## config.mk

```make
export PLATFORM = sky130hd
export DESIGN_NAME = usb_wr_bridge
export DESIGN_NICKNAME = d
export VERILOG_FILES = /design/src/rtl/usb_wr_pkg.sv /design/src/rtl/usb_wr_skid.sv /design/src/rtl/usb_wr_flow.sv /design/src/rtl/usb_wr_out.sv /design/src/rtl/usb_wr_bridge.sv
export SDC_FILE = /design/constraint.sdc
export NUM_CORES = 1
export LEC_CHECK = 0
export BUFFER_PORTS_ARGS = -buffer_cell sky130_fd_sc_hd__buf_4
export CORE_MARGIN = 2
export CORE_UTILIZATION = 51
export DETAILED_ROUTE_END_ITERATION = 8
export GPL_ROUTABILITY_DRIVEN = 0
export PLACE_DENSITY = 0.74
export SYNTH_ARGS = -nofsm -noshare
export SYNTH_HDL_FRONTEND = slang
export SYNTH_SLANG_ARGS = --single-unit
```

## constraint.sdc

```tcl
create_clock -name clk_i -period 3.65 [get_ports clk_i]
set_input_delay 0.73 -clock clk_i [delete_from_list [all_inputs] [get_ports clk_i]]
set_output_delay 0.73 -clock clk_i [all_outputs]
set_load 0.01 [all_outputs]
```

## src/rtl/usb_wr_pkg.sv

```systemverilog
package usb_wr_pkg;
  // bits needed to count 0..depth
  function automatic int cnt_bits(input int depth);
    return $clog2(depth + 1);
  endfunction
endpackage

```

## src/rtl/usb_wr_skid.sv

```systemverilog
module usb_wr_skid #(
  parameter int DW    = 16,
  parameter int DEPTH = 2,
  localparam int AW   = (DEPTH > 1) ? $clog2(DEPTH) : 1,
  localparam int CW   = usb_wr_pkg::cnt_bits(DEPTH)
) (
  input  logic          clk_i,
  input  logic          rst_ni,
  input  logic          push_i,
  input  logic [DW-1:0] wdata_i,
  input  logic          pop_i,
  output logic [DW-1:0] rdata_o,
  output logic [CW-1:0] cnt_o
);
  logic [DW-1:0] mem_q [DEPTH];
  logic [AW-1:0] wr_ptr_q, rd_ptr_q;
  logic [CW-1:0] cnt_q;

  function automatic logic [AW-1:0] ptr_inc(input logic [AW-1:0] p);
    return (p == AW'(DEPTH - 1)) ? '0 : p + AW'(1);
  endfunction

  always_ff @(posedge clk_i) begin
    if (push_i) mem_q[wr_ptr_q] <= wdata_i;
  end

  always_ff @(posedge clk_i or negedge rst_ni) begin
    if (!rst_ni) begin
      wr_ptr_q <= '0;
      rd_ptr_q <= '0;
      cnt_q    <= '0;
    end else begin
      if (push_i) wr_ptr_q <= ptr_inc(wr_ptr_q);
      if (pop_i)  rd_ptr_q <= ptr_inc(rd_ptr_q);
      case ({push_i, pop_i})
        2'b10:   cnt_q <= cnt_q + CW'(1);
        2'b01:   cnt_q <= cnt_q - CW'(1);
        default: cnt_q <= cnt_q;
      endcase
    end
  end

  assign rdata_o = mem_q[rd_ptr_q];
  assign cnt_o   = cnt_q;
endmodule

```

## src/rtl/usb_wr_flow.sv

```systemverilog
module usb_wr_flow #(
  parameter int DEPTH = 2,
  localparam int CW   = usb_wr_pkg::cnt_bits(DEPTH)
) (
  input  logic          clk_i,
  input  logic          rst_ni,
  input  logic          busy_i,
  input  logic          push_i,
  input  logic          pop_i,
  input  logic [CW-1:0] cnt_i,
  output logic          busy_q_o,
  output logic          ready_o
);
  logic          busy_q, ready_q, ready_d;
  logic [CW:0]   cnt_d;

  // occupancy after this edge; ready must leave room for one more push
  assign cnt_d   = {1'b0, cnt_i} + (CW+1)'(push_i) - (CW+1)'(pop_i);
  assign ready_d = !busy_q && (cnt_d < (CW+1)'(DEPTH));

  always_ff @(posedge clk_i or negedge rst_ni) begin
    if (!rst_ni) begin
      busy_q  <= 1'b1;
      ready_q <= 1'b0;
    end else begin
      busy_q  <= busy_i;
      ready_q <= ready_d;
    end
  end

  assign busy_q_o = busy_q;
  assign ready_o  = ready_q;
endmodule

```

## src/rtl/usb_wr_out.sv

```systemverilog
module usb_wr_out #(
  parameter int DW = 16
) (
  input  logic          clk_i,
  input  logic          rst_ni,
  input  logic          pop_i,
  input  logic [DW-1:0] data_i,
  output logic [DW-1:0] data_o,
  output logic          wr_no
);
  logic [DW-1:0] data_q;
  logic          wr_nq;

  always_ff @(posedge clk_i or negedge rst_ni) begin
    if (!rst_ni) begin
      data_q <= '0;
      wr_nq  <= 1'b1;
    end else begin
      wr_nq <= !pop_i;
      if (pop_i) data_q <= data_i;
    end
  end

  assign data_o = data_q;
  assign wr_no  = wr_nq;
endmodule

```

## src/rtl/usb_wr_bridge.sv

```systemverilog
module usb_wr_bridge #(
  parameter int DW    = 16,
  parameter int DEPTH = 2,
  localparam int CW   = usb_wr_pkg::cnt_bits(DEPTH)
) (
  input  logic          clk_i,
  input  logic          rst_ni,
  input  logic [DW-1:0] s_data_i,
  input  logic          s_valid_i,
  output logic          s_ready_o,
  output logic [DW-1:0] usb_data_o,
  output logic          usb_wr_no,
  input  logic          usb_busy_i
);
  logic          busy_q, push, pop;
  logic [DW-1:0] head_data;
  logic [CW-1:0] fifo_cnt;

  assign push = s_valid_i && s_ready_o;
  assign pop  = !busy_q && (fifo_cnt != '0);

  usb_wr_flow #(.DEPTH(DEPTH)) u_flow (
    .clk_i    (clk_i),
    .rst_ni   (rst_ni),
    .busy_i   (usb_busy_i),
    .push_i   (push),
    .pop_i    (pop),
    .cnt_i    (fifo_cnt),
    .busy_q_o (busy_q),
    .ready_o  (s_ready_o)
  );

  usb_wr_skid #(.DW(DW), .DEPTH(DEPTH)) u_skid (
    .clk_i   (clk_i),
    .rst_ni  (rst_ni),
    .push_i  (push),
    .wdata_i (s_data_i),
    .pop_i   (pop),
    .rdata_o (head_data),
    .cnt_o   (fifo_cnt)
  );

  usb_wr_out #(.DW(DW)) u_out (
    .clk_i  (clk_i),
    .rst_ni (rst_ni),
    .pop_i  (pop),
    .data_i (head_data),
    .data_o (usb_data_o),
    .wr_no  (usb_wr_no)
  );
endmodule

```

==> results of run 1 <==
-- final cells by class --
type | count | area (sq um)
clock buffers | 5 | 68.8
repair buffers | 38 | 285
inverters | 2 | 7.51
well taps | 48 | 60.1
flip-flops and latches | 55 | 1540
multi-input cells | 64 | 448
fillers | 292 | 1290
clock inverters | 3 | 43.8
-- metal layers --
metal	global-route usage, %	up-vias
met2	30.1	22
met5	0	-
li1	-	528
met4	6.12	0
met1	16.5	535
met3	4.50	5
-- stage by stage --
step	util [%]	power [mW]	std cells
finish	65.5	1.81	215
global route	65.5	1.93	215
CTS	65.5	1.83	215
detailed placement	62.5	1.45	207
global placement	62.5	1.42	207
floorplan	-	1.24	126
-- worst paths after layout --
path	from	end	slack (ps)	cells after the start
worst max-delay path	u_skid.cnt_o[1]	u_flow.ready_o	990	7
worst min-delay path	rst_ni	u_out.data_o[12]	300	1
worst max register to register	u_skid.cnt_o[1]	u_flow.ready_o	990	7
worst min register to register	u_out.data_o[5]	u_out.data_o[5]	490	2
max in group asynchronous	rst_ni	u_flow.busy_q_o	3070	1
min in group clk_i	u_out.data_o[5]	u_out.data_o[5]	490	2
-- flip-flops by register name (all words and copies together) (netlist names) --
signal / count
u_out.wr_no: 1
u_out.data_o: 16
u_skid.cnt_o: 2
u_skid.rd_ptr_q: 1
u_skid.mem_q: 32
u_flow.ready_o: 1
u_skid.wr_ptr_q: 1
u_flow.busy_q_o: 1
-- worst max-delay path, cell delays in order (launching register included) --
cell      delay [ps]
dfrtp_1          480
o21bai_4         590
inv_1            180
ha_1             320
or2_2            300
fa_1             380
xor2_1           150
nor3b_1          180
-- Yosys cell counts --
cell type	n
dfrtp_1	21
o21ai_0	14
ha_1	2
o21ai_1	2
edfxtp_1	32
mux2i_1	16
xnor2_1	4
fa_1	1
nor3b_1	1
and3_1	1
xor2_1	2
dfstp_2	2
nor2_1	2
o21bai_4	1
nand2_1	17
clkbuf_2	1
inv_1	2
buf_6	2
buf_4	2
or2_2	1
-- cells by family (layout without fill, tap and decap cells) --
family          count (synthesis)  in the layout
buf+inv                         7             48
fa+ha+maj                       3              3
compound gates                 17             17
mux                            16             16
flops                          55             55
simple gates                   22             22
xor+xnor                        6              6
-- power groups by stage --
stage | logic (mW) | clock network [mW] | registers (mW)
detailed placement | 0.492 | 0 | 0.957
floorplan | 0.300 | 0 | 0.937
global route | 0.540 | 0.424 | 0.963
finish | 0.484 | 0.389 | 0.940
global placement | 0.472 | 0 | 0.949
CTS | 0.495 | 0.394 | 0.944
==> impl_metrics.yaml, run 1 <==
worst_setup_path:
  cp.arrival_ps: 2880
  worstSetupStartpointType: "flip-flop"
  critPathMaxFanout: 35
  worstSetupPathType: "flip-flop to flip-flop"
  cp-end-kind: "flip-flop"
  worstPathRequired_ps: 3870
clock_tree:
  post_cts_buffers: 0
  max-clock-path-buffers: 2
  cts_tree: "built"
  clk_pin_slew_ps: 90
  cts_root_buf: "clkbuf_8"
  cts_buffers: 5
  cts-htree-levels: 2
  clkLatencyLatePin_ps: 300
  post_cts_resized: 0
  ctsHoldBuffers: 0
  clock-sinks: 55
timing:
  fin_ws_ps: 991
  rsz0062_at_grt: "no"
  slew_headroom_pct: 36.9
  fin_crit_ps: 2660
  hold_viol: 0
  max_freq_mhz: 376
  max_slew.worst_pin.slew_ps: 946
  clock_skew_ps: 8.28
  whs_ps: 301
  post-route-period-util_pct: 72.9
  slew_viol_final: 0
  finalSetupViolCount: 0
  setup-tns-final_ps: 0
floorplanning:
  ios: 38
  die_w_microns: 67.2
  rows: 22
  initial_utilization_pct: 54.4
  die_h_microns: 67.2
  coreArea_sq_um: 3740
  die-area_sq_um: 4520
place:
  dp_hpwl_microns: 2130
  portBuffers: 37
  post_dp_cell_area_sq_um: 2340
  place_ws_ps: 960
yosys:
  yosysTopAreaCellShare_pct: 47.2
  synth-seq-cells: 55
  synthesis.nets: 149
  synth_area_sq_um: 2040
  avgSynthCellArea_sq_um: 16.2
  synth_top_area_cell: "edfxtp_1"
  synthAdderAreaFrac_pct: 2.21
  synthSimpleGateAreaFrac_pct: 4.48
  ys_seq_area_share_pct: 75.6
  synth_top_family_by_area: "multiplexers"
  synthCells: 126
  yosysWarnings: 0
  muxShareOfSynthArea_pct: 7.86
  ys_top_cells_by_area: "edfxtp_1, dfrtp_1, mux2i_1, o21ai_0, nand2_1"
  synth_compound_area_share_pct: 4.85
  synth_xor_area_share_pct: 2.58
  ys_types: 20
power_and_ir_drop:
  power_density_nw_per_um2: 739
  internal_power_mw: 1.27
  clkPwrFrac_pct: 21.5
  p_comb_share_pct: 26.7
  p_sw_share_pct: 29.8
  max-vdd-ir-drop_v: 0.000446
  net-switching-power_mw: 0.541
  p_leak_nw: 1.03
  power_frac_seq_pct: 51.8
final_layout:
  syn_to_final_growth_pct: 20.4
  drive_above_1_share_pct: 29.9
  layout_common_cells: "buf_4, edfxtp_1, dfrtp_1"
  final_nets: 189
  layout_commonest_cell: "buf_4"
  finalInstanceArea_sq_um: 2450
  antenna_cells: 0
drt:
  drt-initial-drc-count: 38
  first_pass_iters: 4
  dr_wl_met2_microns: 1750
  via_per_inst: 5.07
  routed_wl_microns: 3050
  top_layer: "met4"
  vias: 1090
  drcViolationCount: 0
  drt-wirelength-per-cell_microns: 14.2
  antenna_left: 0
  dr_wl_met3_microns: 103
  wl_met1_microns: 1170
global_route:
  grt_pass1_wl_microns: 5020
  grt_overflow: 0
  grt_usage_pct: 15.9
  first_global_vias: 1131
  grt_max_degree: 36
  antenna_found_initial: 0
run_status:
  status: "completed"
flow_run:
  maxCapViolCount: 0
worst_hold_path:
  hp-class: "input port to asynchronous set/reset pin"
Note: power is estimated with default switching activity, not from simulation.
==> run 2: changes to the inputs <==
==> constraint.sdc (replaced) <==
create_clock -name clk_i -period 2.8 [get_ports clk_i]
set_input_delay 0.56 -clock clk_i [delete_from_list [all_inputs] [get_ports clk_i]]
set_output_delay 0.56 -clock clk_i [all_outputs]
set_load 0.01 [all_outputs]
==> run 2 against run 1 <==
Net effect:
- sequential cell count unchanged
- clock-buffer cell count increased by 1
- setup slack got worse by 330 ps
- largest power group unchanged
- register-to-register slack got worse by 330 ps
- total power increased by 36%
- via count decreased by 0.83%
- sequential share of layout area decreased by 0.70 points
- clock skew about the same
- worst hold slack got worse by 170 ps
- critical path depth unchanged
- clock power increased by 52%
- highest routed layer unchanged
==> impl_metrics.yaml, run 2 (synthesized netlist as in run 1, its figures left out) <==
clock_tree:
  cts-htree-levels: 2
  post_cts_buffers: 0
  cts_buffers: 5
  post_cts_resized: 0
  clkLatencyLatePin_ps: 300
  max-clock-path-buffers: 2
  cts_root_buf: "clkbuf_8"
  ctsHoldBuffers: 0
  clk_pin_slew_ps: 90
  cts_tree: "built"
  clock-sinks: 55
worst_setup_path:
  cp-end-kind: "flip-flop"
  critical_path_depth: 7
  crit_family: "adder cells"
  worstPathRequired_ps: 3020
  worstPathCellList: "o21bai_4 > inv_1 > ha_1 > or2_2 > fa_1 > xor2_1 > nor3b_1"
  r2r-end: "u_flow.ready_o"
  critPathLaunch: "u_flow.busy_q_o"
  critPathCapture: "u_flow.ready_o"
  critPathBufInv: 1
  slowest_delay_ps: 550
  slowest_stage: "dfstp_2"
  worstSetupPathType: "flip-flop to flip-flop"
  critPathMaxFanout: 2
  rrSetupSlack_ps: 660
  worstSetupStartpointType: "flip-flop"
  r2r-start: "u_flow.busy_q_o"
  cp.arrival_ps: 2360
  rr_worst_depth: 7
power_and_ir_drop:
  max-vdd-ir-drop_v: 0.000521
  internal_power_mw: 1.76
  clkPwrFrac_pct: 24.0
  p_leak_nw: 1.04
  net-switching-power_mw: 0.707
  p_comb_share_pct: 26.4
  power.total_mw: 2.47
  power_density_nw_per_um2: 994
  power_frac_seq_pct: 49.6
  p_sw_share_pct: 28.7
timing:
  post-route-period-util_pct: 76.4
  rsz0062_at_grt: "no"
  max_freq_mhz: 467
  slew_headroom_pct: 38.8
  fin_crit_ps: 2140
  max_slew.worst_pin.slew_ps: 918
  finalSetupViolCount: 0
  hold_viol: 0
  slew_viol_final: 0
  setup-tns-final_ps: 0
  clock_skew_ps: 8.76
global_route:
  first_global_vias: 1193
  antenna_found_initial: 0
  grt_max_degree: 35
  grt_overflow: 0
  grt_usage_pct: 17.8
  grt_pass1_wl_microns: 5580
final_layout:
  drive_above_1_share_pct: 29.8
  final_util_pct: 66.2
  layout_commonest_cell: "buf_4"
  antenna_cells: 0
  syn_to_final_growth_pct: 21.7
  layout_common_cells: "buf_4, edfxtp_1, dfrtp_1"
  largest_reg_flops: 32
  top_register: "u_skid.mem_q"
  final_nets: 190
drt:
  antenna_left: 0
  routed_wl_microns: 3260
  vias: 1081
  first_pass_iters: 4
  via_per_inst: 5.00
  drt-initial-drc-count: 82
  drt-wirelength-per-cell_microns: 15.1
  drcViolationCount: 0
floorplanning:
  ios: 38
  coreArea_sq_um: 3740
  die_h_microns: 67.2
  rows: 22
  initial_utilization_pct: 54.4
  die_w_microns: 67.2
  die-area_sq_um: 4520
run_status:
  status: "completed"
flow_run:
  maxCapViolCount: 0
place:
  portBuffers: 37
  dp_hpwl_microns: 2240
worst_hold_path:
  hp-class: "input port to asynchronous set/reset pin"
-- run 2: cell type report --
cell class	instances	area (sq um)
sequential	55	1540
fill	307	1260
multi-input combinational	64	448
timing repair buffer	39	293
clock buffer	6	72.6
clock inverter	2	60.1
tap	48	60.1
inverter	2	7.51
-- run 2: through the flow --
step	cell area [sq um]	hold WS (ps)	cells	setup WS, ps
after detailed placement	2350	471	208	674
after CTS	2480	136	216	653
after floorplan	2040	264	126	599
final	2480	134	216	660
after global routing	2480	138	216	539
after global placement	2350	464	208	789
-- run 2: worst min path at each step --
stage	start	endpoint	slack, ps	depth (start not counted)
floorplan	rst_ni	u_flow.ready_o	260	0
global placement	u_out.data_o[6]	u_out.data_o[6]	460	2
detailed placement	rst_ni	u_out.data_o[12]	470	1
CTS	rst_ni	u_out.data_o[12]	140	1
global route	rst_ni	u_out.data_o[12]	140	1
finish	rst_ni	u_out.data_o[12]	130	1
-- run 2: layer usage --
layer	up-vias	track usage (%)	wire length, microns
met5	-	0	0
met4	0	6.89	40
met3	5	5.83	152
met2	24	32.1	1810
met1	526	19.5	1250
li1	526	-	-
-- run 2: power by group through the flow --
stage | registers (mW) | clock network, mW | logic [mW]
after floorplan | 1.22 | 0 | 0.391
after global placement | 1.23 | 0 | 0.622
after detailed placement | 1.24 | 0 | 0.662
after CTS | 1.23 | 0.605 | 0.663
after global routing | 1.26 | 0.645 | 0.729
final | 1.22 | 0.591 | 0.651
==> run 3: changes to the inputs <==
--- a/config.mk
+++ b/config.mk
@@ -5,6 +5,7 @@
 export SDC_FILE = /design/constraint.sdc
 export NUM_CORES = 1
 export LEC_CHECK = 0
+export ABC_AREA = 1
 export BUFFER_PORTS_ARGS = -buffer_cell sky130_fd_sc_hd__buf_4
 export CORE_MARGIN = 2
 export CORE_UTILIZATION = 51
==> constraint.sdc (replaced) <==
create_clock -name clk_i -period 2.1 [get_ports clk_i]
set_input_delay 0.42 -clock clk_i [delete_from_list [all_inputs] [get_ports clk_i]]
set_output_delay 0.42 -clock clk_i [all_outputs]
set_load 0.01 [all_outputs]
==> run 3 against run 2 <==
Net effect:
- area after synthesis up 6.9%
- via count up 23%
- the run now ends with negative hold slack left
- final area up 6.0%
- routed wire length up 16%
- clock skew about the same
- fmax up 8.0%
- utilization down 1.5 points
- global-route usage down 0.88 points
- largest cell class unchanged
- setup slack worse by 540 ps
- clock-buffer cell count up 2
- synthesized cell count up 49%
- sequential power up 25%
==> impl_metrics.yaml, run 3 <==
floorplanning:
  rows: 23
  die_h_microns: 69.3
  coreArea_sq_um: 4060
  initial_utilization_pct: 53.7
  die_w_microns: 69.3
  ios: 38
  die-area_sq_um: 4810
drt:
  via_per_inst: 4.64
  drcViolationCount: 0
  drt-wirelength-per-cell_microns: 13.2
  vias: 1328
  antenna_left: 0
  routed_wl_microns: 3780
  first_pass_iters: 4
  drt-initial-drc-count: 94
power_and_ir_drop:
  power_density_nw_per_um2: 1280
  p_leak_nw: 1.24
  max-vdd-ir-drop_v: 0.000642
worst_setup_path:
  cp.arrival_ps: 2220
  worstPathCellList: "inv_2 > nand2_4 > nand2_8 > inv_8 > ha_1 > or2_2 > fa_1 > nand2_1 > nor2_1"
  rrSetupSlack_ps: 120
  slowest_stage: "fa_1"
  worstPathRequired_ps: 2340
  crit_family: "adder cells"
  worstSetupStartpointType: "flip-flop"
  worstSetupPathType: "flip-flop to flip-flop"
  critPathBufInv: 2
  slowest_delay_ps: 490
  critPathMaxFanout: 3
  cp-end-kind: "flip-flop"
  r2r-start: "u_skid.cnt_o[0]"
  rr_worst_depth: 9
  critPathLaunch: "u_skid.cnt_o[0]"
  r2r-end: "u_flow.ready_o"
  critical_path_depth: 9
place:
  dp_hpwl_microns: 2560
  portBuffers: 37
yosys:
  synthesis.nets: 211
  ys.flop_type: "edfxtp_1"
  yosysWarnings: 0
  avgSynthCellArea_sq_um: 11.6
  synth_edf_count: 32
  synthCells: 188
  ys_top_cells_by_area: "edfxtp_1, dfrtp_1, nand2_1, nand2_2, dfstp_2"
  synth-seq-cells: 55
  synthTopCellsByCount: "nand2_1, edfxtp_1, dfrtp_1"
  yosysTopAreaCellShare_pct: 44.1
  ys_types: 23
  synth.most_common_cell: "nand2_1"
  synth_area_sq_um: 2180
  ys_seq_area_share_pct: 70.7
  async_reset_ff_share_pct: 41.8
  synth_top_area_cell: "edfxtp_1"
worst_hold_path:
  hp-class: "input port to asynchronous set/reset pin"
final_layout:
  largest_reg_flops: 32
  num-fill-cells: 313
  drive_above_1_share_pct: 30.5
  top_register: "u_skid.mem_q"
  layout_common_cells: "nand2_1, buf_4, edfxtp_1"
  layout_commonest_cell: "nand2_1"
  final_nets: 258
  final_util_pct: 64.8
  antenna_cells: 0
  syn_to_final_growth_pct: 20.7
timing:
  post-route-period-util_pct: 94.3
  max_slew.worst_pin.slew_ps: 476
  whs_ps: -9.33
  slew_headroom_pct: 68.1
  clock_skew_ps: 8.77
  rsz0062_at_grt: "no"
  finalSetupViolCount: 0
  setup-tns-final_ps: 0
  fin_crit_ps: 1980
  max_freq_mhz: 505
  hold_viol: 9
  slew_viol_final: 0
clock_tree:
  cts_tree: "built"
  cts_root_buf: "clkbuf_8"
  post_cts_resized: 0
  cts_buffers: 5
  cts-htree-levels: 2
  clock-sinks: 55
  ctsHoldBuffers: 0
  max-clock-path-buffers: 2
  clkLatencyLatePin_ps: 300
  clk_pin_slew_ps: 90
global_route:
  first_global_vias: 1339
  grt_max_degree: 24
  grt_pass1_wl_microns: 6260
  antenna_found_initial: 0
  grt_usage_pct: 16.9
  grt_overflow: 0
run_status:
  violations: "negative hold slack"
  status: "complete, but fails checks"
flow_run:
  maxCapViolCount: 0
## run 3: area by class of cell
type	count	area [sq um]	area share [%]
repair buffers	45	338	12.9
multi-input cells	120	552	21.0
clock buffers	8	100	3.81
well taps	50	62.6	2.38
flip-flops and latches	55	1540	58.5
inverters	8	37.5	1.43
## run 3: worst max path at each step
stage and to:
2_1_floorplan u_flow.ready_o, 3_3_place_gp u_flow.ready_o, 3_5_place_dp u_flow.ready_o, 4_1_cts u_flow.ready_o, 5_1_grt u_flow.ready_o, 6_report u_flow.ready_o
## run 3: cells by family (layout without fill, tap and decap cells)
group	after synthesis	after routing	share of synthesized area (%)
AO/OA/AOI/OAI	1	1	0.230
buffers and inverters	13	61	3.97
flip-flops	55	55	70.7
AND/OR/NAND/NOR	114	114	22.2
XOR/XNOR	2	2	0.805
adder cells (fa/ha/maj)	3	3	2.07
## run 3: what timing repair did
item	in CTS	in global routing
endpoints found under the hold margin	0	0
setup buffers	0	1
endpoints found under the setup margin	0	1
## run 3: where the power goes
group | switching (mW) | total, mW | internal, mW
Combinational | 0.698 | 1.20 | 0.504
Clock | 0.318 | 0.620 | 0.302
Sequential | 0.130 | 1.53 | 1.40
## run 3: per-stage QoR
stage / total power [mW] / setup slack, ps / cell area (sq um) / hold slack (ps) / std cells
3_3_place_gp: 2.71 / 165 / 2520 / 336 / 277
4_1_cts: 3.37 / 104 / 2620 / 6.36 / 285
2_1_floorplan: 2.32 / 18.8 / 2180 / 124 / 188
5_1_grt: 3.60 / 4.85 / 2630 / 7.37 / 286
3_5_place_dp: 2.75 / 120 / 2520 / 335 / 277
6_report: 3.35 / 119 / 2630 / -9.33 / 286
## run 3: metal layers
layer	GRT usage (%)	part of all wire (%)	up-vias	wire, microns
li1	-	-	690	-
met1	20.8	44	603	1660
met2	28.8	50	30	1880
met3	4.65	5.3	5	200
met4	5.88	1.1	0	42
met5	0	0	-	0
## run 3: worst register-to-register path, cell delays in order (launching register included)
cell and delay, ps:
dfrtp_1 420, inv_2 100, nand2_4 80, nand2_8 90, inv_8 30, ha_1 260, or2_2 300, fa_1 490
nand2_1 60, nor2_1 100
